### config.mk
export PLATFORM = sky130hd
export DESIGN_NAME = nand_hamming_ecc
export DESIGN_NICKNAME = d
export VERILOG_FILES = /design/src/rtl/ecc_pkg.sv /design/src/rtl/ecc_parity_acc.sv /design/src/rtl/ecc_syndrome_decode.sv /design/src/rtl/nand_hamming_ecc.sv
export SDC_FILE = /design/constraint.sdc
export NUM_CORES = 1
export LEC_CHECK = 0
export CAP_MARGIN = 30
export CORE_ASPECT_RATIO = 0.9
export CORE_UTILIZATION = 40
export CTS_BUF_LIST = sky130_fd_sc_hd__clkbuf_4 sky130_fd_sc_hd__clkbuf_8
export CTS_CLUSTER_DIAMETER = 60
export CTS_CLUSTER_SIZE = 24
export DETAILED_ROUTE_END_ITERATION = 8
export HOLD_SLACK_MARGIN = 0.08
export REMOVE_ABC_BUFFERS = 1
export SYNTH_ARGS = -nofsm -noshare
export SYNTH_HDL_FRONTEND = slang
export SYNTH_SLANG_ARGS = --single-unit
### constraint.sdc
create_clock -name clk -period 5.6 [get_ports clk]
set_input_delay 1.12 -clock clk [delete_from_list [all_inputs] [get_ports clk]]
set_output_delay 1.12 -clock clk [all_outputs]
set_load 0.005 [all_outputs]
### src/rtl/ecc_pkg.sv
package ecc_pkg;

  typedef enum logic [1:0] {
    ECC_CLEAN    = 2'd0,
    ECC_FIXED    = 2'd1,
    ECC_CODE_BAD = 2'd2,
    ECC_FATAL    = 2'd3
  } ecc_status_e;

  // Mask of bit positions within a byte whose index bit j equals hi.
  function automatic logic [7:0] col_mask(input int j, input logic hi);
    logic [7:0] m;
    for (int b = 0; b < 8; b++) begin
      m[b] = (((b >> j) & 1) == int'(hi));
    end
    return m;
  endfunction

endpackage

### src/rtl/ecc_parity_acc.sv
module ecc_parity_acc #(
  parameter int ADDR_W = 8,
  parameter int CODE_W = 2 * ADDR_W + 6
) (
  input  logic              clk,
  input  logic              rst,
  input  logic              beat_valid,
  input  logic              beat_sof,
  input  logic [7:0]        beat_data,
  output logic [CODE_W-1:0] acc_next
);
  import ecc_pkg::*;

  localparam int COL_BASE = 2 * ADDR_W;

  logic [ADDR_W-1:0] cnt_q;
  logic [ADDR_W-1:0] addr;
  logic [CODE_W-1:0] acc_q;
  logic [CODE_W-1:0] contrib;
  logic              byte_par;

  assign addr     = beat_sof ? '0 : cnt_q;
  assign byte_par = ^beat_data;

  for (genvar k = 0; k < ADDR_W; k++) begin : g_line
    assign contrib[2*k]   = byte_par & ~addr[k];
    assign contrib[2*k+1] = byte_par &  addr[k];
  end

  for (genvar j = 0; j < 3; j++) begin : g_col
    localparam logic [7:0] MLO = col_mask(j, 1'b0);
    localparam logic [7:0] MHI = col_mask(j, 1'b1);
    assign contrib[COL_BASE+2*j]   = ^(beat_data & MLO);
    assign contrib[COL_BASE+2*j+1] = ^(beat_data & MHI);
  end

  always_comb begin
    acc_next = acc_q;
    if (beat_valid) begin
      acc_next = (beat_sof ? '0 : acc_q) ^ contrib;
    end
  end

  always_ff @(posedge clk) begin
    if (rst) begin
      acc_q <= '0;
      cnt_q <= '0;
    end else begin
      acc_q <= acc_next;
      if (beat_valid) begin
        cnt_q <= addr + 1'b1;
      end
    end
  end

  // a start-marked beat restarts the byte count
  a_r8_sof_restart: assert property (@(posedge clk) disable iff (rst)
    (beat_valid && beat_sof) |=> (cnt_q == ADDR_W'(1)));

  // idle cycles leave the running state untouched
  a_r9_idle_hold: assert property (@(posedge clk) disable iff (rst)
    (!beat_valid) |=> ($stable(acc_q) && $stable(cnt_q)));

endmodule

### src/rtl/ecc_syndrome_decode.sv
module ecc_syndrome_decode #(
  parameter int ADDR_W = 8,
  parameter int CODE_W = 2 * ADDR_W + 6
) (
  input  logic [CODE_W-1:0]    syn,
  output ecc_pkg::ecc_status_e status,
  output logic [ADDR_W-1:0]    err_byte,
  output logic [2:0]           err_bit
);
  import ecc_pkg::*;

  localparam int PAIRS    = ADDR_W + 3;
  localparam int COL_BASE = 2 * ADDR_W;

  logic [PAIRS-1:0] pair_diff;
  logic             all_diff;
  logic             one_hot;

  for (genvar i = 0; i < PAIRS; i++) begin : g_pair
    assign pair_diff[i] = syn[2*i] ^ syn[2*i+1];
  end

  for (genvar k = 0; k < ADDR_W; k++) begin : g_byte
    assign err_byte[k] = syn[2*k+1];
  end

  for (genvar j = 0; j < 3; j++) begin : g_bit
    assign err_bit[j] = syn[COL_BASE+2*j+1];
  end

  assign all_diff = &pair_diff;
  assign one_hot  = (syn != '0) && ((syn & (syn - 1'b1)) == '0);

  always_comb begin
    if (syn == '0)     status = ECC_CLEAN;
    else if (all_diff) status = ECC_FIXED;
    else if (one_hot)  status = ECC_CODE_BAD;
    else               status = ECC_FATAL;
  end

  // a correctable syndrome carries one set bit per pair
  always_comb begin
    if (status == ECC_FIXED) begin
      a_r5_fixed_weight: assert ($countones(syn) == PAIRS);
    end
  end

endmodule

### src/rtl/nand_hamming_ecc.sv
module nand_hamming_ecc #(
  parameter int CHUNK_BYTES = 256,
  localparam int ADDR_W = $clog2(CHUNK_BYTES),
  localparam int CODE_W = 2 * ADDR_W + 6
) (
  input  logic              clk,
  input  logic              rst,
  input  logic              in_valid,
  output logic              in_ready,
  input  logic [7:0]        in_data,
  input  logic              in_sof,
  input  logic              in_eof,
  input  logic              in_check,
  input  logic [CODE_W-1:0] stored_code,
  output logic              res_valid,
  output logic [1:0]        res_status,
  output logic [CODE_W-1:0] res_code,
  output logic [ADDR_W-1:0] res_byte,
  output logic [2:0]        res_bit
);
  import ecc_pkg::*;

  logic              ready_q;
  logic              beat;
  logic              close;
  logic [CODE_W-1:0] code_now;
  logic [CODE_W-1:0] syn;
  ecc_status_e       dec_status;
  logic [ADDR_W-1:0] dec_byte;
  logic [2:0]        dec_bit;

  assign in_ready = ready_q;
  assign beat     = in_valid & ready_q;
  assign close    = beat & in_eof;
  assign syn      = stored_code ^ code_now;

  ecc_parity_acc #(.ADDR_W(ADDR_W), .CODE_W(CODE_W)) acc_i (
    .clk        (clk),
    .rst        (rst),
    .beat_valid (beat),
    .beat_sof   (in_sof),
    .beat_data  (in_data),
    .acc_next   (code_now)
  );

  ecc_syndrome_decode #(.ADDR_W(ADDR_W), .CODE_W(CODE_W)) dec_i (
    .syn      (syn),
    .status   (dec_status),
    .err_byte (dec_byte),
    .err_bit  (dec_bit)
  );

  always_ff @(posedge clk) begin
    if (rst) begin
      ready_q    <= 1'b1;
      res_valid  <= 1'b0;
      res_status <= '0;
      res_code   <= '0;
      res_byte   <= '0;
      res_bit    <= '0;
    end else begin
      ready_q   <= ~close;
      res_valid <= close;
      if (close) begin
        res_code <= code_now;
        if (in_check) begin
          res_status <= dec_status;
          res_byte   <= dec_byte;
          res_bit    <= dec_bit;
        end else begin
          res_status <= ECC_CLEAN;
          res_byte   <= '0;
          res_bit    <= '0;
        end
      end
    end
  end

  // one-cycle gap after a closing byte
  a_r3_ready_drop: assert property (@(posedge clk) disable iff (rst)
    (in_valid && in_ready && in_eof) |=> !in_ready);

  a_r3_ready_back: assert property (@(posedge clk) disable iff (rst)
    (!in_ready) |=> in_ready);

  // result follows the closing byte and lasts one cycle
  a_r2_res_follows: assert property (@(posedge clk) disable iff (rst)
    (in_valid && in_ready && in_eof) |=> res_valid);

  a_r2_res_pulse: assert property (@(posedge clk) disable iff (rst)
    res_valid |=> !res_valid);

  // generate mode never reports an error
  a_r1_gen_clean: assert property (@(posedge clk) disable iff (rst)
    (in_valid && in_ready && in_eof && !in_check) |=> (res_status == 2'd0));

endmodule

==> impl_metrics.csv, run 1 <==
group,metric,value,unit
layout,n_fill_cell,1184,
timing,slew_headroom,51.6,%
placed_design,place.gp.congestion,0.934,
flow_run,drv_cap,0,
power,p_leak,2.27,nW
die,start_util,41.2,%
worst_setup_path,cp_data_arrival_time,5.21,ns
placed_design,dp.cells,851,
cts,cts.sinks,67,
layout,antenna_cells,0,
detailed_routing,via_per_inst,5.63,
layout,ff_latch_area,0.00134,sq mm
synthesis,synthCells,629,
timing,finalSetupViolCount,0,
synthesis,ys.flop_type,"dfxtp_1",
power,switchingPower,0.612,mW
timing,hold_viol,0,
cts,cts_tree,"built",
power,power_frac_comb,39.3,%
global_route,grt_pass1_vias,4598,
cts,postCtsHoldBufs,0,
power,pwr-share-seq,32.2,%
global_route,grt_max_degree,67,
timing,clock-skew-final,0.00839,ns
worst_setup_path,crit_required,5.84,ns
timing,hold_slack,0.452,ns
detailed_routing,vias,4876,
synthesis,async_flop_share,0,%
die,die_w,117,microns
power,clkPwrFrac,28.6,%
power,peakVddDrop,148,uV
worst_setup_path,critPathKind,"input pin to register",
synthesis,yosysTopAreaCellShare,28.3,%
timing,fmax,201,MHz
layout,multi_input_area,0.00315,sq mm
layout,fin_util,51.9,%
detailed_routing,drc,0,
timing,drv_slew,0,
detailed_routing,ant_nets,0,
layout,drive_above_1_share,9.44,%
cts,insertion_delay,0.38,ns
die,num_rows,37,
synthesis,yosysWarnings,0,
timing,worst_slew_pin_slew,0.726,ns
min_path,hold_path_class,"register to register",
cts,cts_buffer_depth,2,
synthesis,syn_avg_cell_area,7.52,sq um
die,io_pins,73,
placed_design,portBuffers,72,
worst_setup_path,r2r_setup_slack,1.87,ns
global_route,grt_first_pass_wirelength,24200,microns
timing,fin_crit_sh,88.8,%
synthesis,ys_top_cells_by_count,"87 x nor2_1, 78 x nand2_1, 67 x dfxtp_1, 36 x o21ai_0, 34 x xnor2_1",
layout,nets,759,
cts,htree_levels,3,
worst_setup_path,crit_path_start_kind,"input pin",
cts,clkTransAtPathRegs,0.08,ns
worst_setup_path,end_kind,"register",
cts,post_cts_buffers,0,
layout,final_cells,866,
detailed_routing,routed_wl,15200,microns
die,die_y,105,microns
synthesis,synth_edf_count,0,
power,swShare,36.8,%
detailed_routing,first_iter_violations,458,
synthesis,yosysTopAreaCell,"dfxtp_1",
synthesis,yosysMostFrequentCell,"nor2_1",
detailed_routing,wl_per_cell,17.6,microns
timing,tns,0,ns
timing,rsz0062_at_grt,"false",
cts,cts_root_buffer,"clkbuf_8",
power,p_total,1.66,mW
die,die-area,0.0123,sq mm
timing,fin_crit,4.97,ns
synthesis,ys_top_cells_by_area,"dfxtp_1 28%, nor2_1 6.9%, xnor2_1 6.3%, nand2_1 6.2%, ha_1 4.5%",
detailed_routing,dr.pass1.iters,7,
global_route,grt_antenna_before_repair,0,
run_status,outcome,"finished clean",
layout,syn_to_final_growth,26.0,%
die,coreArea,0.0115,sq mm
power,p_int,1.05,mW
cts,cts_buffers,9,
global_route,track_usage,26.0,%
synthesis,yosysSeqAreaShare,28.3,%
worst_setup_path,crit_fanout,16,
power,cellPowerDensity,279,mW/mm^2
cts,cts_resized,0,
placed_design,place_hpwl,11200,microns
global_route,gr-total-overflow,0,
synthesis,syn_area,0.00473,sq mm
synthesis,synth_seq_cells,67,
synthesis,yosysUniqueCellTypes,64,
critical path: stages:
cell             delay (ns)
clkdlybuf4s50_1        0.48
xor2_2                 0.23
xnor2_1                0.46
xnor2_2                0.18
buf_4                  0.29
nand3_1                0.20
xnor3_1                0.43
ha_1                   0.24
o21ai_0                0.13
a21boi_0               0.18
o21ai_0                0.09
o21ai_0                0.08
or4b_1                 0.47
a2111oi_2              0.22
o2111ai_1              0.16
nor2_1                 0.13
a311oi_1               0.09
power groups by stage:
stage,registers [mW],logic [mW],clock network (mW)
2_1_floorplan,0.542,0.385,0
3_3_place_gp,0.545,0.647,0
3_5_place_dp,0.546,0.650,0
4_1_cts,0.535,0.654,0.485
5_1_grt,0.541,0.717,0.501
6_report,0.536,0.654,0.475
path summary, 6_finish.rpt:
kind	from	cells past startpoint	to
worst min-delay path	res_code[20]$_SDFFE_PP0P_	2	res_code[20]$_SDFFE_PP0P_
worst max-delay path	in_data[3]	17	res_status[0]$_SDFFE_PP0P_
worst max register to register	in_ready$_SDFF_PP1_	15	res_status[0]$_SDFFE_PP0P_
worst min register to register	res_code[20]$_SDFFE_PP0P_	2	res_code[20]$_SDFFE_PP0P_
stage by stage:
stage	worst slack, ns	area (sq um)
after floorplan	0.751	4590
after global placement	0.340	5740
after detailed placement	0.268	5740
after CTS	0.658	5960
after global routing	0.384	5960
final	0.628	5960
flip-flops by register name (all words and copies together) (netlist names):
signal	cells
res_bit	3
res_code	22
acc_i.acc_q	22
res_byte	8
res_valid	1
in_ready	1
res_status	2
acc_i.cnt_q	8
metal layers:
layer	GRT usage, %	part of all wire (%)	vias up
met5	0	0	-
met3	5.86	5.3	22
met4	7.32	1.4	0
li1	-	-	2394
met1	37.4	49	2320
met2	38.5	44	140
cell usage in the layout (no fill, tap or decap), types with 11 or more instances in the layout:
cell type | Yosys | routed
a211oi_1 | 17 | 17
buf_4 | 0 | 29
nor3_1 | 12 | 12
a21oi_1 | 26 | 26
inv_1 | 27 | 27
nand3_1 | 19 | 19
a22oi_1 | 21 | 21
xor2_1 | 11 | 11
xnor2_1 | 34 | 34
nand2_1 | 78 | 78
clkdlybuf4s50_1 | 0 | 71
nor2b_1 | 11 | 11
nor2_1 | 87 | 87
nand2b_1 | 11 | 11
o21ai_0 | 36 | 36
dfxtp_1 | 67 | 67
ha_1 | 17 | 17
cell families (layout without fill, tap and decap cells):
kind of cell | count (synthesis) | in the layout | synth area share, %
compound gates | 152 | 152 | 22.1
xor+xnor | 52 | 52 | 11.0
fa+ha+maj | 17 | 17 | 4.49
buf+inv | 63 | 144 | 5.10
flops | 67 | 67 | 28.3
mux | 9 | 9 | 1.98
simple gates | 269 | 269 | 27.0
final cells by class:
class                           count  area share (%)
Inverter                           27            1.70
Multi-Input combinational cell    499            52.8
Tap cell                          156            3.27
Clock buffer                       11            2.43
Clock inverter                      4            1.26
Sequential cell                    67            22.5
Timing Repair Buffer              102            16.0
Note: power is estimated with default switching activity, not from simulation.
==> run 2: changes to the inputs <==
CAP_MARGIN = 25   (was 30)
==> results of run 2 <==
Same layout as run 1: the final DEF is identical, and so are final timing and power.
